--- config.mk ---
export PLATFORM = sky130hd
export DESIGN_NAME = pwm_hbridge
export DESIGN_NICKNAME = d
export VERILOG_FILES = /design/src/rtl/pwm_hb_pkg.sv /design/src/rtl/pwm_hb_tick.sv /design/src/rtl/pwm_hb_counter.sv /design/src/rtl/pwm_hb_pinmux.sv /design/src/rtl/pwm_hbridge.sv
export SDC_FILE = /design/constraint.sdc
export NUM_CORES = 1
export LEC_CHECK = 0
export BUFFER_PORTS_ARGS = -buffer_cell sky130_fd_sc_hd__buf_2
export CAP_MARGIN = 20
export CORE_UTILIZATION = 49
export CTS_BUF_LIST = sky130_fd_sc_hd__clkbuf_4
export DETAILED_ROUTE_END_ITERATION = 8
export PLACE_DENSITY = 0.62
export SETUP_SLACK_MARGIN = 0.4
export SYNTH_ARGS = -nofsm -noshare
export SYNTH_HDL_FRONTEND = slang
export SYNTH_SLANG_ARGS = --single-unit
--- constraint.sdc ---
create_clock -name clk_i -period 2.8 [get_ports clk_i]
set_input_delay 0.42 -clock clk_i [delete_from_list [all_inputs] [get_ports clk_i]]
set_output_delay 0.42 -clock clk_i [all_outputs]
set_load 0.02 [all_outputs]
--- src/rtl/pwm_hb_pkg.sv ---
package pwm_hb_pkg;
  typedef enum logic [2:0] {
    MODE_COAST = 3'd0,
    MODE_FWD   = 3'd1,
    MODE_BWD   = 3'd2,
    MODE_BRAKE = 3'd3,
    MODE_DUAL  = 3'd4
  } drive_mode_e;

  localparam logic [2:0] ADDR_PERIOD = 3'd0;
  localparam logic [2:0] ADDR_PSC    = 3'd1;
  localparam logic [2:0] ADDR_SRC    = 3'd2;
  localparam logic [2:0] ADDR_CMP0   = 3'd3;
  localparam logic [2:0] ADDR_CMP1   = 3'd4;
  localparam logic [2:0] ADDR_MODE   = 3'd5;
  localparam logic [2:0] ADDR_EN     = 3'd6;

  localparam logic [3:0] SRC_LF  = 4'd2;
  localparam logic [3:0] SRC_MF  = 4'd4;
  localparam logic [3:0] SRC_BUS = 4'd8;
endpackage

--- src/rtl/pwm_hb_tick.sv ---
module pwm_hb_tick #(
  parameter int PS_W = 8
) (
  input  logic            clk_i,
  input  logic            rst_ni,
  input  logic            run_i,
  input  logic            lf_tick_i,
  input  logic            mf_tick_i,
  input  logic [3:0]      src_i,
  input  logic [PS_W-1:0] psc_i,
  output logic            hit_o,
  output logic            tick_o
);
  import pwm_hb_pkg::*;

  logic [PS_W-1:0] pre_q;
  logic            wrap;

  always_comb begin
    unique case (src_i)
      SRC_LF:  hit_o = lf_tick_i;
      SRC_MF:  hit_o = mf_tick_i;
      SRC_BUS: hit_o = 1'b1;
      default: hit_o = 1'b0;
    endcase
  end

  // >= so that lowering the prescale mid-count cannot overshoot
  assign wrap   = (pre_q >= psc_i);
  assign tick_o = run_i && hit_o && wrap;

  always_ff @(posedge clk_i or negedge rst_ni) begin
    if (!rst_ni)             pre_q <= '0;
    else if (!run_i)         pre_q <= '0;
    else if (hit_o && wrap)  pre_q <= '0;
    else if (hit_o)          pre_q <= pre_q + 1'b1;
  end
endmodule

--- src/rtl/pwm_hb_counter.sv ---
module pwm_hb_counter #(
  parameter int CNT_W = 16,
  parameter int N_CH  = 2
) (
  input  logic                        clk_i,
  input  logic                        rst_ni,
  input  logic                        en_i,
  input  logic                        tick_i,
  input  logic [CNT_W-1:0]            per_sh_i,
  input  logic [N_CH-1:0][CNT_W-1:0]  cmp_sh_i,
  output logic                        run_o,
  output logic [CNT_W-1:0]            cnt_o,
  output logic [CNT_W-1:0]            per_m1_o,
  output logic [N_CH-1:0]             pwm_o
);
  logic                       run_q;
  logic [CNT_W-1:0]           cnt_q;
  logic [CNT_W-1:0]           per_act_q;
  logic [N_CH-1:0][CNT_W-1:0] cmp_act_q;
  logic [CNT_W-1:0]           sh_m1;

  assign sh_m1    = (per_sh_i  == '0) ? '0 : per_sh_i  - 1'b1;
  assign per_m1_o = (per_act_q == '0) ? '0 : per_act_q - 1'b1;

  always_ff @(posedge clk_i or negedge rst_ni) begin
    if (!rst_ni) begin
      run_q     <= 1'b0;
      cnt_q     <= '0;
      per_act_q <= '0;
      cmp_act_q <= '0;
    end else if (!en_i) begin
      run_q <= 1'b0;
      cnt_q <= '0;
    end else if (!run_q || (tick_i && cnt_q == '0)) begin
      run_q     <= 1'b1;
      cnt_q     <= sh_m1;
      per_act_q <= per_sh_i;
      cmp_act_q <= cmp_sh_i;
    end else if (tick_i) begin
      cnt_q <= cnt_q - 1'b1;
    end
  end

  for (genvar g = 0; g < N_CH; g++) begin : g_ch
    assign pwm_o[g] = run_q && ((cnt_q >= cmp_act_q[g]) || (cnt_q == per_m1_o));
  end

  assign run_o = run_q;
  assign cnt_o = cnt_q;
endmodule

--- src/rtl/pwm_hb_pinmux.sv ---
module pwm_hb_pinmux (
  input  logic       clk_i,
  input  logic       rst_ni,
  input  logic [2:0] mode_i,
  input  logic [1:0] pwm_i,
  output logic [1:0] pin_o
);
  import pwm_hb_pkg::*;

  logic [1:0] pin_d;

  always_comb begin
    unique case (mode_i)
      MODE_FWD:   pin_d = {1'b1, pwm_i[0]};
      MODE_BWD:   pin_d = {pwm_i[1], 1'b1};
      MODE_BRAKE: pin_d = 2'b11;
      MODE_DUAL:  pin_d = pwm_i;
      default:    pin_d = 2'b00;
    endcase
  end

  always_ff @(posedge clk_i or negedge rst_ni) begin
    if (!rst_ni) pin_o <= 2'b00;
    else         pin_o <= pin_d;
  end
endmodule

--- src/rtl/pwm_hbridge.sv ---
module pwm_hbridge #(
  parameter int CNT_W = 16,
  parameter int PS_W  = 8
) (
  input  logic             clk_i,
  input  logic             rst_ni,
  input  logic             lf_tick_i,
  input  logic             mf_tick_i,
  input  logic             wr_en_i,
  input  logic [2:0]       wr_addr_i,
  input  logic [CNT_W-1:0] wr_data_i,
  output logic [1:0]       pin_o
);
  import pwm_hb_pkg::*;

  localparam int N_CH = 2;

  logic [CNT_W-1:0]           per_q;
  logic [PS_W-1:0]            psc_q;
  logic [3:0]                 src_q;
  logic [N_CH-1:0][CNT_W-1:0] cmp_q;
  logic [2:0]                 mode_q;
  logic                       en_q;

  logic                       run, hit, tick;
  logic [CNT_W-1:0]           cnt, per_m1;
  logic [N_CH-1:0]            pwm;

  always_ff @(posedge clk_i or negedge rst_ni) begin
    if (!rst_ni) begin
      per_q  <= '0;
      psc_q  <= '0;
      src_q  <= '0;
      cmp_q  <= '0;
      mode_q <= MODE_COAST;
      en_q   <= 1'b0;
    end else if (wr_en_i) begin
      unique case (wr_addr_i)
        ADDR_PERIOD: per_q    <= wr_data_i;
        ADDR_PSC:    psc_q    <= wr_data_i[PS_W-1:0];
        ADDR_SRC:    src_q    <= wr_data_i[3:0];
        ADDR_CMP0:   cmp_q[0] <= wr_data_i;
        ADDR_CMP1:   cmp_q[1] <= wr_data_i;
        ADDR_MODE:   mode_q   <= wr_data_i[2:0];
        ADDR_EN:     en_q     <= wr_data_i[0];
        default: ;
      endcase
    end
  end

  pwm_hb_tick #(.PS_W(PS_W)) i_tick (
    .clk_i, .rst_ni,
    .run_i     (run),
    .lf_tick_i,
    .mf_tick_i,
    .src_i     (src_q),
    .psc_i     (psc_q),
    .hit_o     (hit),
    .tick_o    (tick)
  );

  pwm_hb_counter #(.CNT_W(CNT_W), .N_CH(N_CH)) i_cnt (
    .clk_i, .rst_ni,
    .en_i      (en_q),
    .tick_i    (tick),
    .per_sh_i  (per_q),
    .cmp_sh_i  (cmp_q),
    .run_o     (run),
    .cnt_o     (cnt),
    .per_m1_o  (per_m1),
    .pwm_o     (pwm)
  );

  pwm_hb_pinmux i_mux (
    .clk_i, .rst_ni,
    .mode_i    (mode_q),
    .pwm_i     (pwm),
    .pin_o     (pin_o)
  );
endmodule

==> flow_summary.toml <==
[outcome]
status = "finished clean"

[global_routing]
grt_pass1_wl_mm = 34.69
grt_max_degree = 79
grt_use_total_pct = 28.22
antenna_found_initial = 1
grt_pass1_vias = 6346
grt_overflow = 0

[floorplanning]
die-height_um = 128.7
io_pins = 26
dieArea_um2 = 16560
die_w_um = 128.7
core-area_um2 = 15430
core.rowCount = 45
start_util_pct = 50.98

[synthesis]
yosysWarnings = 0
yosysTopAreaCell = "dfrtp_1"
syn_avg_cell_area_um2 = 10.72
netlist-cell-type-count = 65
synthCells = 734
syn_area_um2 = 7865
synth_nets = 803
synth-seq-cells = 139
yosys-top-cells-area = "dfrtp_1 44%, mux2_2 14%, ha_1 7.2%, inv_1 2.3%, nand2_1 2.1%"
synth_edf_count = 0
postSynth.asyncResetShare_pct = 100.0
yosysTopAreaCellShare_pct = 44.23
yosysSeqAreaShare_pct = 44.23
synth_flop_cell = "dfrtp_1"

[worst_setup_path]
crit_type = "register to register"
reg2reg_depth = 10
slowest_delay_ns = 0.61
regToRegSetupSlack_ns = 0.13
crit_path_start_kind = "register"
cp_slowest_cell = "nor4b_1"
crit_path_end_kind = "register"
arrival_ns = 3.14
path_cells = "ha_4, nand2b_4, a21o_1, a211oi_2, o31a_1, buf_4, buf_4, nor4b_1, o32ai_4, o21a_1"
crit_top_cell = "buf_4"
regToRegEndpoint = "i_cnt.cnt_o[13]"
cp.required_ns = 3.27
rr_startpoint = "psc_q[0]"
worst-path-max-fanout = 9

[timing]
final_hold_viol_count = 0
period_needed_ns = 2.669
finalMaxSlewViolations = 0
post-route-period-util_pct = 95.30
fin_skew_ns = 0.01852
setup_total_negative_slack_ns = 0
worstMarginPinSlew_ns = 0.6963
slew-limit-headroom_pct = 52.38
rsz0062_at_grt = "true"
fmax_mhz = 374.7
setup_violations = 0

[pwr]
power.density_nw_per_um2 = 963.0
swShare_pct = 40.70
power_frac_comb_pct = 48.8
p_leak_nw = 4.304
worst_ir_drop_vdd_mv = 0.4776
p_int_w = 0.005414
switchingPower_w = 0.003716
pwr-share-clk_pct = 15.5
p_seq_share_pct = 35.7

[clock_network]
clock_sinks = 139
clock_latency_ns = 0.58
path_clk_slew_ns = 0.14
h-tree-depth = 4
cts_buffer_depth = 2
cts_buffers = 17
cts_root_buf = "clkbuf_4"
cts_tree = "done"

[routing]
drtAntennaViolNets = 0
via_per_inst = 5.923
via_count = 6160
drtIter0Drc = 449
wl_mm = 21.63
wire_per_inst_um = 20.80
dr.pass1.iters = 5
drc = 0

[worst_hold_path]
whs_endpoint = "per_q[9]"
min_from = "wr_data_i[9]"
whs_path_depth = 2
min_path_type = "input port to register"

[finish]
final_cell_mix = "136 x dfrtp_1, 84 x mux2_2, 55 x buf_4"
regArea_um2 = 3482
fill_cells = 1304
instances_no_fill = 1040
multiInputGateArea_um2 = 4375
nets = 884
syn2layout_area_growth_pct = 20.55
layout_commonest_cell = "dfrtp_1"
layout-drive-gt1-share_pct = 34.18

[placed_design]
hpwl_mm = 15.23
numPortBuffers = 25
dp.cells = 978
place_congestion = 0.8715

[run]
cap_violations = 0
flip-flops by register name (all words and copies together), names as in the netlist, 2 cells and up:
register	flops
cmp_q	32
i_cnt.cmp_act_q	32
i_cnt.cnt_o	16
i_cnt.per_act_q	16
i_mux.pin_o	2
i_tick.pre_q	8
mode_q	3
per_q	16
psc_q	8
src_q	4
critical path: cells and delay by family, from the launching register on:
family / cells / cell delay (ns)
DFF: 1 / 0.44
buffers and inverters: 2 / 0.33
and+or+nand+nor: 2 / 0.71
AOI/OAI and AO/OA: 5 / 0.81
adders and majority gates: 1 / 0.27
Yosys cell counts (2+ instances only):
library cell    n
buf_6           5
a211oi_1        4
a31oi_1         6
o31ai_1         3
nand2b_1       10
inv_1          49
nand4b_1        3
nand2_1        44
xor2_1         17
nor2b_1         6
o211a_1         2
o21ai_0        24
mux2i_1         6
a221o_1         4
nor4bb_1        2
nand3_1         9
o21a_1          9
nor2_1         37
dfrtp_1       139
ha_1           45
nor3_1         26
o32ai_1         7
a211o_1         3
clkbuf_1       26
a2111oi_0       3
nor4_1         21
o22a_1          3
a21oi_1        16
nor4b_1         4
xnor2_1        15
a22o_1          4
o31a_1          4
mux2_2        101
or4_1           2
or3_1           6
o21ba_2         2
nand3b_1        4
nor3b_1         7
a21o_1         14
buf_2           5
nand4_1        13
kinds of logic (layout without fill, tap and decap cells):
logic type                 after synthesis  count (layout)  synth area share [%]
adders and majority gates               45              45                 7.159
AOI/OAI and AO/OA                      123             123                 11.31
buffers and inverters                   86             180                 4.709
other                                    0               1                     0
and+or+nand+nor                        201             201                 13.67
xor gates and xnor gates                32              32                 3.563
DFF                                    139             139                 44.23
muxes                                  108             108                 15.37
routing by layer:
metal,vias to the layer above,global-route usage (%),wire [um]
li1,2843,-,-
met1,3095,38.93,9794
met2,173,44.83,10210
met3,49,4.615,996
met4,0,10.66,628
met5,-,0,0
power by group through the flow:
stage | Clock (W) | Sequential, W | Combinational [W]
after floorplan | 0 | 0.00311 | 0.00272
after global placement | 0 | 0.00323 | 0.00375
after detailed placement | 0 | 0.00326 | 0.00386
after CTS | 0.00144 | 0.00324 | 0.00418
after global routing | 0.00153 | 0.00334 | 0.00488
final | 0.00142 | 0.00326 | 0.00445
final cells by class:
type	instances	share of cell area, %
Antenna cell	1	0.02639
Clock buffer	17	1.346
Clock inverter	15	1.834
Inverter	49	1.940
Multi-Input combinational cell	509	46.15
Sequential cell	139	36.72
Tap cell	211	2.784
Timing Repair Buffer	99	9.198
stage by stage:
stage / utilization, % / setup slack (ns) / hold slack, ns / instance area (um^2) / total power (W)
3_5_place_dp: 55.42 / 0.1084 / 0.4894 / 8549 / 0.007118
6_report: 61.46 / 0.1315 / 0.08976 / 9482 / 0.009130
5_1_grt: 61.46 / 0.05885 / 0.06954 / 9482 / 0.009748
4_1_cts: 59.75 / 0.2608 / 0.06099 / 9218 / 0.008866
2_1_floorplan: - / 0.3827 / 0.1244 / 7960 / 0.005826
3_3_place_gp: 55.42 / 0.1175 / 0.4812 / 8549 / 0.006977
repair_timing:
item                       4_1_cts  5_1_grt
buffers inserted                14        9
cloned                           4        1
pin swaps                        3        9
gates resized for setup         34       34
hold endpoints to repair        76        0
hold buffers                     1        0
setup endpoints to repair       66       73
how the worst max path moves through the flow:
stage / start / to / slack, ns / depth (start not counted)
2_1_floorplan: i_tick.pre_q[0] / i_cnt.cmp_act_q[12] / 0.38 / 11
3_3_place_gp: i_cnt.per_act_q[5] / i_mux.pin_o[1] / 0.12 / 7
3_5_place_dp: i_cnt.per_act_q[5] / i_mux.pin_o[1] / 0.11 / 7
4_1_cts: i_cnt.cnt_o[6] / i_cnt.cmp_act_q[23] / 0.26 / 10
5_1_grt: i_tick.pre_q[0] / i_cnt.cnt_o[13] / 0.06 / 11
6_report: psc_q[0] / i_cnt.cnt_o[13] / 0.13 / 10
No activity file was read; power rests on OpenSTA's default activity.
